`config.mk`:
```
export PLATFORM = sky130hd
export DESIGN_NAME = mvgen_top
export DESIGN_NICKNAME = d
export VERILOG_FILES = /design/src/rtl/mvgen_pkg.sv /design/src/rtl/mvgen_sync.sv /design/src/rtl/mvgen_trigdec.sv /design/src/rtl/mvgen_timebase.sv /design/src/rtl/mvgen_ctrl.sv /design/src/rtl/mvgen_top.sv
export SDC_FILE = /design/constraint.sdc
export NUM_CORES = 1
export LEC_CHECK = 0
export BUFFER_PORTS_ARGS = -buffer_cell sky130_fd_sc_hd__buf_2
export CAP_MARGIN = 20
export CORE_UTILIZATION = 50
export CTS_BUF_LIST = sky130_fd_sc_hd__clkbuf_4
export DETAILED_ROUTE_END_ITERATION = 12
export HOLD_SLACK_MARGIN = 0.1
export PLACE_DENSITY_LB_ADDON = 0.12
export REMOVE_ABC_BUFFERS = 1
export SYNTH_ARGS = -nofsm -noshare
export SYNTH_HDL_FRONTEND = slang
export SYNTH_SLANG_ARGS = --single-unit
```
`constraint.sdc`:
```
create_clock -name clk -period 4.7 [get_ports clk]
set_input_delay 0.235 -clock clk [delete_from_list [all_inputs] [get_ports clk]]
set_output_delay 0.235 -clock clk [all_outputs]
set_load 0.02 [all_outputs]
```
`src/rtl/mvgen_pkg.sv`:
```
`timescale 1ns/1ps
// Package: shared types for the pulse generator.
// Assumes: nothing beyond SystemVerilog 2017.
package mvgen_pkg;

    // Operating state of the controller
    typedef enum logic [1:0] {
        MV_IDLE = 2'd0,
        MV_MONO = 2'd1,
        MV_ASTB = 2'd2
    } mv_mode_e;

    // Decoded start/restart events for one clock cycle
    typedef struct packed {
        logic fire;      // trigger edge that may start a one-shot
        logic rt_rise;   // rising edge of re-arm
        logic rt_level;  // synchronised re-arm level
    } mv_evt_t;

endpackage

```
`src/rtl/mvgen_sync.sv`:
```
`timescale 1ns/1ps
// Module: multi-bit synchroniser chain with one extra stage for edge detection.
// cur is the synchronised level; prev is the same level one cycle older.
// Assumes: STAGES >= 1, each bit is an independent level signal.
module mvgen_sync #(
    parameter int W      = 3,
    parameter int STAGES = 2
) (
    input  logic         clk,
    input  logic         rst_n,
    input  logic [W-1:0] din,
    output logic [W-1:0] cur,
    output logic [W-1:0] prev
);
    localparam int DEPTH = STAGES + 1;

    logic [DEPTH-1:0][W-1:0] stg;

    // Shift the input through the synchroniser and history stages
    always_ff @(posedge clk) begin
        if (!rst_n) begin
            stg <= '0;
        end else begin
            stg[0] <= din;
            for (int i = 1; i < DEPTH; i++) begin
                stg[i] <= stg[i-1];
            end
        end
    end

    assign cur  = stg[STAGES-1];
    assign prev = stg[STAGES];

endmodule

```
`src/rtl/mvgen_trigdec.sv`:
```
`timescale 1ns/1ps
// Module: trigger decoder. Turns synchronised levels and their one-cycle
// history into start events: up rising while down low, down falling while
// up high, and re-arm rising plus re-arm level.
// Assumes: inputs come from mvgen_sync, so they are glitch-free.
module mvgen_trigdec
    import mvgen_pkg::*;
(
    input  logic    up_cur,
    input  logic    up_prev,
    input  logic    dn_cur,
    input  logic    dn_prev,
    input  logic    rt_cur,
    input  logic    rt_prev,
    output mv_evt_t evt
);
    logic up_rise;
    logic dn_fall;

    // Edge terms from current and previous synchronised levels
    always_comb begin
        up_rise = up_cur & ~up_prev;
        dn_fall = ~dn_cur & dn_prev;
    end

    // Qualify each trigger edge by the level of the other input
    always_comb begin
        evt.fire     = (up_rise & ~dn_cur) | (dn_fall & up_cur);
        evt.rt_rise  = rt_cur & ~rt_prev;
        evt.rt_level = rt_cur;
    end

endmodule

```
`src/rtl/mvgen_timebase.sv`:
```
`timescale 1ns/1ps
// Module: programmable timebase. restart clears the count and samples the
// length (0 treated as 1); advance counts; tick marks the last cycle of a
// length and reloads the length for the next interval.
// Assumes: the controller never raises restart and advance together.
module mvgen_timebase #(
    parameter int CNT_W = 16
) (
    input  logic             clk,
    input  logic             rst_n,
    input  logic             restart,
    input  logic             advance,
    input  logic [CNT_W-1:0] len_in,
    output logic             tick
);
    localparam logic [CNT_W-1:0] ONE = CNT_W'(1);

    logic [CNT_W-1:0] cnt;
    logic [CNT_W-1:0] lim;
    logic [CNT_W-1:0] len_eff;
    logic             at_end;

    // Saturate a zero length up to one cycle
    always_comb begin
        len_eff = (len_in == '0) ? ONE : len_in;
        at_end  = (cnt == lim - ONE);
        tick    = advance & ~restart & at_end;
    end

    // Count within the sampled length, reloading it at restart and at each tick
    always_ff @(posedge clk) begin
        if (!rst_n) begin
            cnt <= '0;
            lim <= ONE;
        end else if (restart) begin
            cnt <= '0;
            lim <= len_eff;
        end else if (advance) begin
            if (at_end) begin
                cnt <= '0;
                lim <= len_eff;
            end else begin
                cnt <= cnt + ONE;
            end
        end else begin
            cnt <= '0;
        end
    end


    cnt_range_chk: assert property (@(posedge clk) disable iff (!rst_n)
        cnt < lim);


    lim_nonzero_chk: assert property (@(posedge clk) disable iff (!rst_n)
        lim != '0);

endmodule

```
`src/rtl/mvgen_ctrl.sv`:
```
`timescale 1ns/1ps
// Module: mode controller. Chooses between idle, one-shot and free-running
// operation, drives the timebase, and holds the main and tap output states.
// Assumes: run_en and ext_clr are synchronous; evt is already synchronised.
module mvgen_ctrl
    import mvgen_pkg::*;
(
    input  logic    clk,
    input  logic    rst_n,
    input  logic    run_en,
    input  logic    ext_clr,
    input  mv_evt_t evt,
    input  logic    tick,
    output logic    restart,
    output logic    advance,
    output logic    q_r,
    output logic    tap_r
);
    mv_mode_e mode_q;
    mv_mode_e mode_d;
    logic     q_d;
    logic     tap_d;

    // Timebase commands; independent of tick to keep the loop open
    always_comb begin
        restart = 1'b0;
        advance = 1'b0;
        if (!ext_clr) begin
            if (run_en) begin
                if (mode_q != MV_ASTB) restart = 1'b1;
                else                   advance = 1'b1;
            end else if (mode_q == MV_IDLE) begin
                restart = evt.fire | evt.rt_rise;
            end else if (mode_q == MV_MONO) begin
                if (evt.rt_level) restart = 1'b1;
                else              advance = 1'b1;
            end
        end
    end

    // Next mode and output states
    always_comb begin
        mode_d = mode_q;
        q_d    = q_r;
        tap_d  = tap_r;
        if (ext_clr) begin
            mode_d = MV_IDLE;
            q_d    = 1'b0;
            tap_d  = 1'b0;
        end else if (run_en) begin
            if (mode_q != MV_ASTB) begin
                mode_d = MV_ASTB;
                q_d    = 1'b1;
                tap_d  = 1'b1;
            end else if (tick) begin
                tap_d = ~tap_r;
                if (!tap_r) q_d = ~q_r;
            end
        end else begin
            case (mode_q)
                MV_ASTB: begin
                    mode_d = MV_IDLE;
                    q_d    = 1'b0;
                    tap_d  = 1'b0;
                end
                MV_IDLE: begin
                    if (evt.fire | evt.rt_rise) begin
                        mode_d = MV_MONO;
                        q_d    = 1'b1;
                        tap_d  = 1'b0;
                    end
                end
                MV_MONO: begin
                    if (tick) begin
                        mode_d = MV_IDLE;
                        q_d    = 1'b0;
                    end
                end
                default: begin
                    mode_d = MV_IDLE;
                    q_d    = 1'b0;
                    tap_d  = 1'b0;
                end
            endcase
        end
    end

    // State register with synchronous reset to idle and low outputs
    always_ff @(posedge clk) begin
        if (!rst_n) begin
            mode_q <= MV_IDLE;
            q_r    <= 1'b0;
            tap_r  <= 1'b0;
        end else begin
            mode_q <= mode_d;
            q_r    <= q_d;
            tap_r  <= tap_d;
        end
    end


    clr_low_chk: assert property (@(posedge clk) disable iff (!rst_n)
        ext_clr |=> (!q_r && !tap_r && mode_q == MV_IDLE));


    gate_off_chk: assert property (@(posedge clk) disable iff (!rst_n)
        !run_en |=> !tap_r);


    astb_start_chk: assert property (@(posedge clk) disable iff (!rst_n)
        (run_en && !ext_clr) |=> (mode_q == MV_ASTB));


    q_step_chk: assert property (@(posedge clk) disable iff (!rst_n)
        (mode_q == MV_ASTB && $past(mode_q) == MV_ASTB && !$stable(q_r)) |-> $rose(tap_r));


    mono_hold_chk: assert property (@(posedge clk) disable iff (!rst_n)
        (mode_q == MV_MONO && !evt.rt_level && !run_en && !ext_clr && !tick)
        |=> (mode_q == MV_MONO && q_r));

endmodule

```
`src/rtl/mvgen_top.sv`:
```
`timescale 1ns/1ps
// Module: gatable free-running / one-shot pulse generator top.
// Synchronises the trigger inputs, decodes start events, runs the shared
// timebase and controller, and blanks the outputs during a forced clear.
// Assumes: run_hi, run_lo_n, force_clr and period_len are synchronous to clk.
module mvgen_top #(
    parameter int CNT_W       = 16,
    parameter int SYNC_STAGES = 2
) (
    input  logic             clk,
    input  logic             rst_n,
    input  logic             run_hi,
    input  logic             run_lo_n,
    input  logic             trig_up,
    input  logic             trig_dn,
    input  logic             rearm,
    input  logic             force_clr,
    input  logic [CNT_W-1:0] period_len,
    output logic             pulse_out,
    output logic             pulse_out_n,
    output logic             osc_tap
);
    import mvgen_pkg::*;

    localparam int NSYNC = 3;

    logic [NSYNC-1:0] s_cur;
    logic [NSYNC-1:0] s_prev;
    mv_evt_t          evt;
    logic             run_en;
    logic             restart;
    logic             advance;
    logic             tick;
    logic             q_r;
    logic             tap_r;

    // Either enable polarity starts free-running mode
    always_comb run_en = run_hi | ~run_lo_n;

    mvgen_sync #(.W(NSYNC), .STAGES(SYNC_STAGES)) sync_i (
        .clk  (clk),
        .rst_n(rst_n),
        .din  ({rearm, trig_dn, trig_up}),
        .cur  (s_cur),
        .prev (s_prev)
    );

    mvgen_trigdec dec_i (
        .up_cur (s_cur[0]),
        .up_prev(s_prev[0]),
        .dn_cur (s_cur[1]),
        .dn_prev(s_prev[1]),
        .rt_cur (s_cur[2]),
        .rt_prev(s_prev[2]),
        .evt    (evt)
    );

    mvgen_timebase #(.CNT_W(CNT_W)) tb_i (
        .clk    (clk),
        .rst_n  (rst_n),
        .restart(restart),
        .advance(advance),
        .len_in (period_len),
        .tick   (tick)
    );

    mvgen_ctrl ctrl_i (
        .clk    (clk),
        .rst_n  (rst_n),
        .run_en (run_en),
        .ext_clr(force_clr),
        .evt    (evt),
        .tick   (tick),
        .restart(restart),
        .advance(advance),
        .q_r    (q_r),
        .tap_r  (tap_r)
    );

    // Blank outputs in the same cycle as a forced clear; complement from one source
    always_comb begin
        pulse_out   = q_r & ~force_clr;
        pulse_out_n = ~pulse_out;
        osc_tap     = tap_r & ~force_clr;
    end

endmodule

```
==> flow_summary_export.csv, run 1 <==
group,metric,value,unit
global_route,grt_pass1_vias,1837,
worst_setup_path,worstReg2RegStart,"tb_i.lim[0]",
worst_setup_path,worst_reg2reg_path_endpoint,"tb_i.lim[0]",
flow_run,max_cap_violations,0,
cts,tritoncts.num_buffers,5,
cts,worstSkewPairLatency,0.36,ns
power,max-vdd-ir-drop,0.0001600,V
cts,post_cts_resize_count,0,
sta,min_period,2.911,ns
status,outcome,"finished, final reports clean",
floorplan,die_height,72.02,µm
worst_setup_path,setup.worst_path.end_class,"register",
cts,cts.root.buffer_cell,"sky130_fd_sc_hd__clkbuf_4",
floorplan,floorplan.io_pins,27,
sta,min_period_over_period,61.94,%
layout,final_nets,328,
layout,layout_area_growth_over_synthesis,10.16,%
cts,post_cts_buffers,0,
sta,final_max_slew_viol_count,0,
global_route,grt_first_pass_wirelength,8.507,mm
sta,rsz_0062_raised_after_global_routing,"false",
layout,diodes,0,
yosys,syn-mean-instance-area,8.946,µm²
sta,timing.fmax,343.5,MHz
routing,detailedRoute.firstPassIterationCount,4,
placement,gp_routability_congestion,0.8048,
cts,number_of_buffers_added_to_fix_hold_violations_after_cts,3,
floorplan,total_number_of_placement_rows,25,
yosys,post_synth_instance_area,0.002451,mm²
global_route,grt-ovfl-total,0,
cts,max-clock-path-buffers,2,
cts,cts_htree_levels,2,
sta,slew_headroom,55.79,%
sta,timing.final.setup_violations,0,
yosys,synth_cell_types,50,
layout,seq_area,900.9,µm²
routing,drt-vias-per-instance,5.132,
worst_setup_path,r2r.worst_path.cells,10,
routing,drt-initial-drc-count,75,
routing,avgRoutedWirePerCell,12.84,µm
cts,cts_tree,"built",
sta,finalSetupTns,0,ns
worst_setup_path,cp.required,4.96,ns
yosys,ys_warnings,0,
global_route,grt_antenna_before_repair,0,
power,design_power_total,738.9,µW
yosys,synth_flop_cell,"sky130_fd_sc_hd__dfxtp_1",
yosys,async_flop_share,0,%
routing,detail_route.drc_violations,0,
sta,worst_pin_slew,0.6616,ns
cts,cts.clk_slew.worst_paths,0.14,ns
worst_setup_path,worstPathMaxFanout,16,
routing,final_antenna_net_count,0,
floorplan,die_w,72.02,µm
cts,clock-sinks,45,
worst_setup_path,worstPathArrival,3.17,ns
yosys,synth_edf_count,0,
yosys,post_synthesis_cells,274,
routing,finalWirelength,4.749,mm
placement,portBuffers,26,
layout,fill_cells,427,
worst_setup_path,cp-start-kind,"register",
layout,multiInputGateArea,0.001470,mm²
yosys,postSynthRegisterBits,45,
floorplan,initial_utilization,51.89,%
worst_setup_path,ff2ff_setup_slack,1.79,ns
routing,routed-via-count,1899,
worst_setup_path,setup.worst_path.end,"tb_i.lim[0]",
worst_setup_path,worstSetupStartpoint,"tb_i.lim[0]",
sta,timing.final.hold_violations,0,
sta,skew,0.01979,ns
power,power.leakage,1.078,nW
floorplan,design.die.area,0.005186,mm²
worst_setup_path,path_class,"reg -> reg",
layout,post_route_cells_drive_above_1_share,13.86,%
global_route,gr-usage-all-layers,20.70,%
placement,detailed_place_hpwl,3.538,mm
floorplan,coreArea,0.004723,mm²
yosys,synth-seq-area-share,36.75,%
global_route,grt_start_max_net_pins,28,
power,power_density,273.7,mW/mm²
worst_hold_path,tightest_hold_check_type,"in -> reg",
==> logic make-up after synthesis <==
kind of cell,synth area share (%)
fa+ha+maj,1.021
mux,6.942
xor+xnor,13.58
compound gates,9.598
simple gates,28.84
flops,36.75
buf+inv,3.267
==> synth_stat cells (all sizes together) (2+ instances only) <==
| cell type | number | area [µm²] |
|---|---|---|
| dfxtp | 45 | 900.9 |
| nor2 | 29 | 108.9 |
| nor2b | 21 | 131.4 |
| xnor2 | 19 | 166.4 |
| xor2 | 19 | 166.4 |
| mux2i | 17 | 170.2 |
| nand3 | 16 | 80.08 |
| nand2 | 15 | 56.30 |
| and2 | 11 | 70.07 |
| nor3 | 9 | 56.31 |
| a21oi | 8 | 55.06 |
| inv | 7 | 26.28 |
| o21ai | 7 | 35.03 |
| nand2b | 6 | 37.54 |
| nor4 | 5 | 46.29 |
| and3 | 4 | 25.02 |
| buf | 4 | 38.78 |
| clkbuf | 4 | 15.01 |
| a211oi | 3 | 35.03 |
| ha | 2 | 25.02 |
| or3 | 2 | 12.51 |
| or4 | 2 | 15.01 |
==> state kept, by name, summed over array words and instances, names as in the netlist <==
register       count
tb_i.cnt          16
tb_i.lim          16
sync_i.cur         3
sync_i.prev        3
sync_i.stg         3
ctrl_i.mode_q      2
ctrl_i.q_r         1
ctrl_i.tap_r       1
==> through the flow <==
stage          cells  util (%)  hold slack, ns  instance area [µm²]  setup slack, ns
4_1_cts          370     57.17          0.1179                 2700            1.762
3_5_place_dp     359     55.28          0.4215                 2611            1.780
6_report         370     57.17          0.1287                 2700            1.789
2_1_floorplan    266         -          0.2969                 2397            2.073
5_1_grt          370     57.17          0.1198                 2700            1.580
3_3_place_gp     359     55.28          0.4224                 2611            1.783
==> report_power, final <==
| group | switching [mW] | internal (mW) |
|---|---|---|
| combinational | 0.0695 | 0.0637 |
| clock | 0.130 | 0.0596 |
| sequential | 0.0206 | 0.396 |
==> layer usage <==
| metal | global-route usage, % | wire (µm) |
|---|---|---|
| met1 | 27.15 | 2310 |
| met2 | 34.91 | 2233 |
| met3 | 3.750 | 142 |
| met4 | 6.100 | 63 |
| met5 | 0 | 0 |
==> cell type report <==
cell class                 instances  area share, %
clock buffer                       5          1.390
clock inverter                     3         0.7878
inverter                           7         0.9731
multi-input combinational        214          54.45
sequential                        45          33.36
tap                               67          3.105
timing repair buffer              29          5.931
==> layout by cell type, fill, tap and decap left out, types with 3 or more instances in the layout <==
cell type	instances
sky130_fd_sc_hd__mux2i_1	17
sky130_fd_sc_hd__xnor2_1	19
sky130_fd_sc_hd__nor2b_1	21
sky130_fd_sc_hd__nand2b_1	6
sky130_fd_sc_hd__buf_2	26
sky130_fd_sc_hd__xor2_1	19
sky130_fd_sc_hd__a21oi_1	6
sky130_fd_sc_hd__o21ai_0	7
sky130_fd_sc_hd__dfxtp_1	45
sky130_fd_sc_hd__nor4_1	4
sky130_fd_sc_hd__nor3_1	8
sky130_fd_sc_hd__and2_1	10
sky130_fd_sc_hd__nand2_1	15
sky130_fd_sc_hd__and3_1	4
sky130_fd_sc_hd__clkbuf_4	5
sky130_fd_sc_hd__inv_1	7
sky130_fd_sc_hd__nor2_1	29
sky130_fd_sc_hd__nand3_1	16
sky130_fd_sc_hd__dlygate4sd3_1	3
==> worst min-delay path by stage <==
| stage | depth (start not counted) | startpoint | endpoint | slack, ns |
|---|---|---|---|---|
| 4_1_cts | 3 | period_len[6] | tb_i.lim[6] | 0.12 |
| 6_report | 3 | period_len[6] | tb_i.lim[6] | 0.13 |
| 3_3_place_gp | 1 | sync_i.stg[2] | sync_i.cur[2] | 0.42 |
| 2_1_floorplan | 1 | rst_n | tb_i.lim[0] | 0.30 |
| 5_1_grt | 3 | period_len[6] | tb_i.lim[6] | 0.12 |
| 3_5_place_dp | 1 | sync_i.stg[2] | sync_i.cur[2] | 0.42 |
==> critical path, cell delays in order (launching register included) <==
cell,delay [ns]
sky130_fd_sc_hd__dfxtp_1,0.41
sky130_fd_sc_hd__inv_1,0.08
sky130_fd_sc_hd__ha_1,0.23
sky130_fd_sc_hd__or4b_4,0.52
sky130_fd_sc_hd__nor4_4,0.27
sky130_fd_sc_hd__xnor2_1,0.16
sky130_fd_sc_hd__a21oi_2,0.06
sky130_fd_sc_hd__o2111a_2,0.20
sky130_fd_sc_hd__a21oi_4,0.56
sky130_fd_sc_hd__mux2i_1,0.25
sky130_fd_sc_hd__nand2_1,0.06
No activity file was read; power rests on OpenSTA's default activity.
==> inputs of run 2 (changes only) <==
Settings changed: ABC_AREA from default to 1.
Clock period 4.7 ns to 2.6 ns, I/O delays scaled along.
==> run 2 against run 1 <==
Against the previous run: die area up 15%; sequential power up 82%; count of clock-buffer cells in the layout unchanged; design area up 21%; sequential share of layout area down 5.9 points; critical path type unchanged; clock power up 76%; global-route usage up 3.7 points; combinational power rose to 2.9 times the previous value; cell count up 54%; synthesized cell count up 65%; hold slack better by 0.11 ns.
==> flow_summary_export.csv, run 2 <==
group,metric,value,unit
status,outcome,"finished, final reports clean",
floorplan,total_number_of_placement_rows,26,
power,power.leakage,1.580,nW
sta,finalSetupTns,0,ns
global_route,grt_antenna_before_repair,0,
cts,clock-sinks,45,
routing,detailedRoute.firstPassIterationCount,4,
placement,gp_routability_congestion,0.9297,
sta,timing.final.hold_violations,0,
cts,cts_htree_levels,2,
cts,post_cts_buffers,0,
cts,max-clock-path-buffers,2,
yosys,synth_flop_cell,"sky130_fd_sc_hd__dfxtp_1",
routing,drt-initial-drc-count,169,
sta,final_max_slew_viol_count,0,
routing,detail_route.drc_violations,0,
yosys,post_synthesis_cells,451,
cts,cts.clk_slew.worst_paths,0.13,ns
power,max-vdd-ir-drop,0.0003374,V
yosys,netlist.area_leader.share,31.96,%
layout,most_frequent_standard_cell_in_the_layout_excluding_fill_and_tap_cells,"sky130_fd_sc_hd__nand2_1",
yosys,async_flop_share,0,%
sta,timing.fmax,429.5,MHz
worst_setup_path,worstPathMaxFanout,17,
placement,portBuffers,26,
yosys,postSynthRegisterBits,45,
cts,post_cts_resize_count,0,
layout,reg_top3,"tb_i.cnt: 16 flops, tb_i.lim: 16 flops",
yosys,synth_edf_count,0,
layout,stdcell_area,0.003279,mm²
routing,drt-vias-per-instance,4.918,
yosys,synth.most_common_cell,"sky130_fd_sc_hd__nand2_1",
sta,min_period,2.328,ns
layout,post_route_cells_drive_above_1_share,10.80,%
yosys,ys_warnings,0,
sta,worst_pin_slew,0.5531,ns
cts,tritoncts.num_buffers,5,
worst_setup_path,cp-start-kind,"register",
placement,placedInstanceArea,0.002995,mm²
flow_run,max_cap_violations,0,
routing,routed-via-count,2803,
yosys,synth-seq-area-share,31.96,%
sta,timing.final.setup_violations,0,
layout,final_nets,526,
floorplan,coreArea,0.005270,mm²
yosys,netlist_top_cells_count,"122 x sky130_fd_sc_hd__nand2_1, 81 x sky130_fd_sc_hd__nor2_1, 72 x sky130_fd_sc_hd__inv_1",
global_route,gr-usage-all-layers,24.43,%
global_route,grt-ovfl-total,0,
sta,min_period_over_period,89.55,%
placement,post_place_setup_slack,0.2908,ns
worst_setup_path,cp.required,2.86,ns
layout,layout.cells.most_common_list,"122 x sky130_fd_sc_hd__nand2_1, 81 x sky130_fd_sc_hd__nor2_1, 72 x sky130_fd_sc_hd__inv_1, 45 x sky130_fd_sc_hd__dfxtp_1, 26 x sky130_fd_sc_hd__buf_2",
layout,final_cell_count_no_fill,570,
cts,cts.root.buffer_cell,"sky130_fd_sc_hd__clkbuf_4",
routing,finalWirelength,6.608,mm
sta,skew,0.02167,ns
floorplan,floorplan.io_pins,27,
global_route,grt_pass1_vias,2672,
layout,postLayoutCoreUtil,62.23,%
cts,cts_tree,"built",
routing,avgRoutedWirePerCell,11.59,µm
floorplan,die_w,77.09,µm
floorplan,die_height,77.09,µm
yosys,netlist_top_cells_area,"sky130_fd_sc_hd__dfxtp_1 32%, sky130_fd_sc_hd__nand2_1 16%, sky130_fd_sc_hd__nor2_1 11%",
floorplan,design.die.area,0.005942,mm²
worst_setup_path,setup.worst_path.end_class,"register",
floorplan,initial_utilization,53.49,%
sta,rsz_0062_raised_after_global_routing,"false",
placement,dpl.cell_count,540,
global_route,grt_start_max_net_pins,25,
yosys,syn-mean-instance-area,6.250,µm²
yosys,post_synth_instance_area,0.002819,mm²
yosys,synth_cell_types,39,
yosys,synth_top_cell_by_area,"sky130_fd_sc_hd__dfxtp_1",
layout,diodes,0,
layout,layout_area_growth_over_synthesis,16.33,%
worst_setup_path,worstPathArrival,2.59,ns
placement,detailed_place_hpwl,4.931,mm
worst_hold_path,tightest_hold_check_type,"in -> reg",
layout,fill_cells,517,
sta,slew_headroom,62.79,%
power,power_density,450.1,mW/mm²
routing,final_antenna_net_count,0,
cts,worstSkewPairLatency,0.36,ns
sta,fin_ws,0.2717,ns
worst_setup_path,path_class,"reg -> reg",
global_route,grt_first_pass_wirelength,11.59,mm
==> run 2: cell types whose count changed after synthesis, moves of 5 or more <==
cell / previous run / this run
sky130_fd_sc_hd__nand2_1: 15 / 122
sky130_fd_sc_hd__inv_1: 7 / 72
sky130_fd_sc_hd__nor2_1: 29 / 81
sky130_fd_sc_hd__nor2b_1: 21 / 0
sky130_fd_sc_hd__mux2i_1: 17 / 0
sky130_fd_sc_hd__xnor2_1: 19 / 6
sky130_fd_sc_hd__and2_1: 10 / 0
sky130_fd_sc_hd__o21ai_0: 7 / 16
sky130_fd_sc_hd__xor2_1: 19 / 11
sky130_fd_sc_hd__a21oi_1: 6 / 12
sky130_fd_sc_hd__nand2b_1: 6 / 0
sky130_fd_sc_hd__nand4_1: 1 / 6
==> run 2: timing repair <==
action / CTS / global route
hold endpoints to repair: 21 / 0
setup endpoints to repair: 0 / 0
hold buffers: 23 / 0
==> run 2: kinds of logic (layout without fill, tap and decap cells) <==
logic type,Yosys count,count (layout),synth area share [%]
simple gates,261,261,40.79
fa+ha+maj,2,2,0.8876
flops,45,45,31.96
buf+inv,85,134,12.07
xor+xnor,18,18,6.081
compound gates,40,40,8.212
==> run 2: report_power, final <==
| group | switching [mW] | leakage, nW | internal [mW] |
|---|---|---|---|
| Clock | 0.231 | 0.0273 | 0.102 |
| Sequential | 0.0366 | 0.368 | 0.722 |
| Combinational | 0.232 | 1.18 | 0.153 |
==> run 2: path summary, 6_finish.rpt <==
path,startpoint,endpoint,slack (ns),depth (start not counted)
worst max-delay path,tb_i.lim[0],tb_i.lim[0],0.27,13
worst min-delay path,force_clr,ctrl_i.q_r,0.24,6
worst max register to register,tb_i.lim[0],tb_i.lim[0],0.27,13
worst min register to register,sync_i.stg[2],sync_i.cur[2],0.42,2
==> run 2: layer usage <==
layer	track usage [%]	vias to the layer above	routed length (µm)
met5	0	-	0
met4	9.623	0	172
met3	4.762	20	339
met2	40.54	66	2992
met1	31.00	1222	3103
li1	-	1495	-
==> run 2: area by class of cell <==
| type | count | area, µm² | area share, % |
|---|---|---|---|
| multi-input cells | 321 | 1578 | 48.11 |
| flip-flops and latches | 45 | 900.9 | 27.47 |
| repair buffers | 50 | 367.9 | 11.22 |
| inverters | 77 | 291.5 | 8.890 |
| well taps | 70 | 87.58 | 2.671 |
| clock buffers | 5 | 37.54 | 1.145 |
| clock inverters | 2 | 16.27 | 0.4960 |
==> run 2: per-stage QoR <==
stage | power, mW | hold WS (ns)
after floorplan | 1.031 | 0.2055
after global placement | 1.122 | 0.3092
after detailed placement | 1.127 | 0.3177
after CTS | 1.483 | 0.2134
after global routing | 1.576 | 0.2957
final | 1.476 | 0.2420
==> run 2: worst max-delay path: stages, from the launching register on <==
cell	delay (ns)
sky130_fd_sc_hd__dfxtp_1	0.35
sky130_fd_sc_hd__inv_1	0.13
sky130_fd_sc_hd__ha_1	0.27
sky130_fd_sc_hd__nand2_1	0.10
sky130_fd_sc_hd__nor2_1	0.15
sky130_fd_sc_hd__nand3_1	0.13
sky130_fd_sc_hd__xor2_1	0.19
sky130_fd_sc_hd__nand2_1	0.08
sky130_fd_sc_hd__nor2_1	0.21
sky130_fd_sc_hd__nand3_2	0.14
sky130_fd_sc_hd__nand2_4	0.19
sky130_fd_sc_hd__inv_4	0.12
sky130_fd_sc_hd__nand2_1	0.09
sky130_fd_sc_hd__o211ai_2	0.07
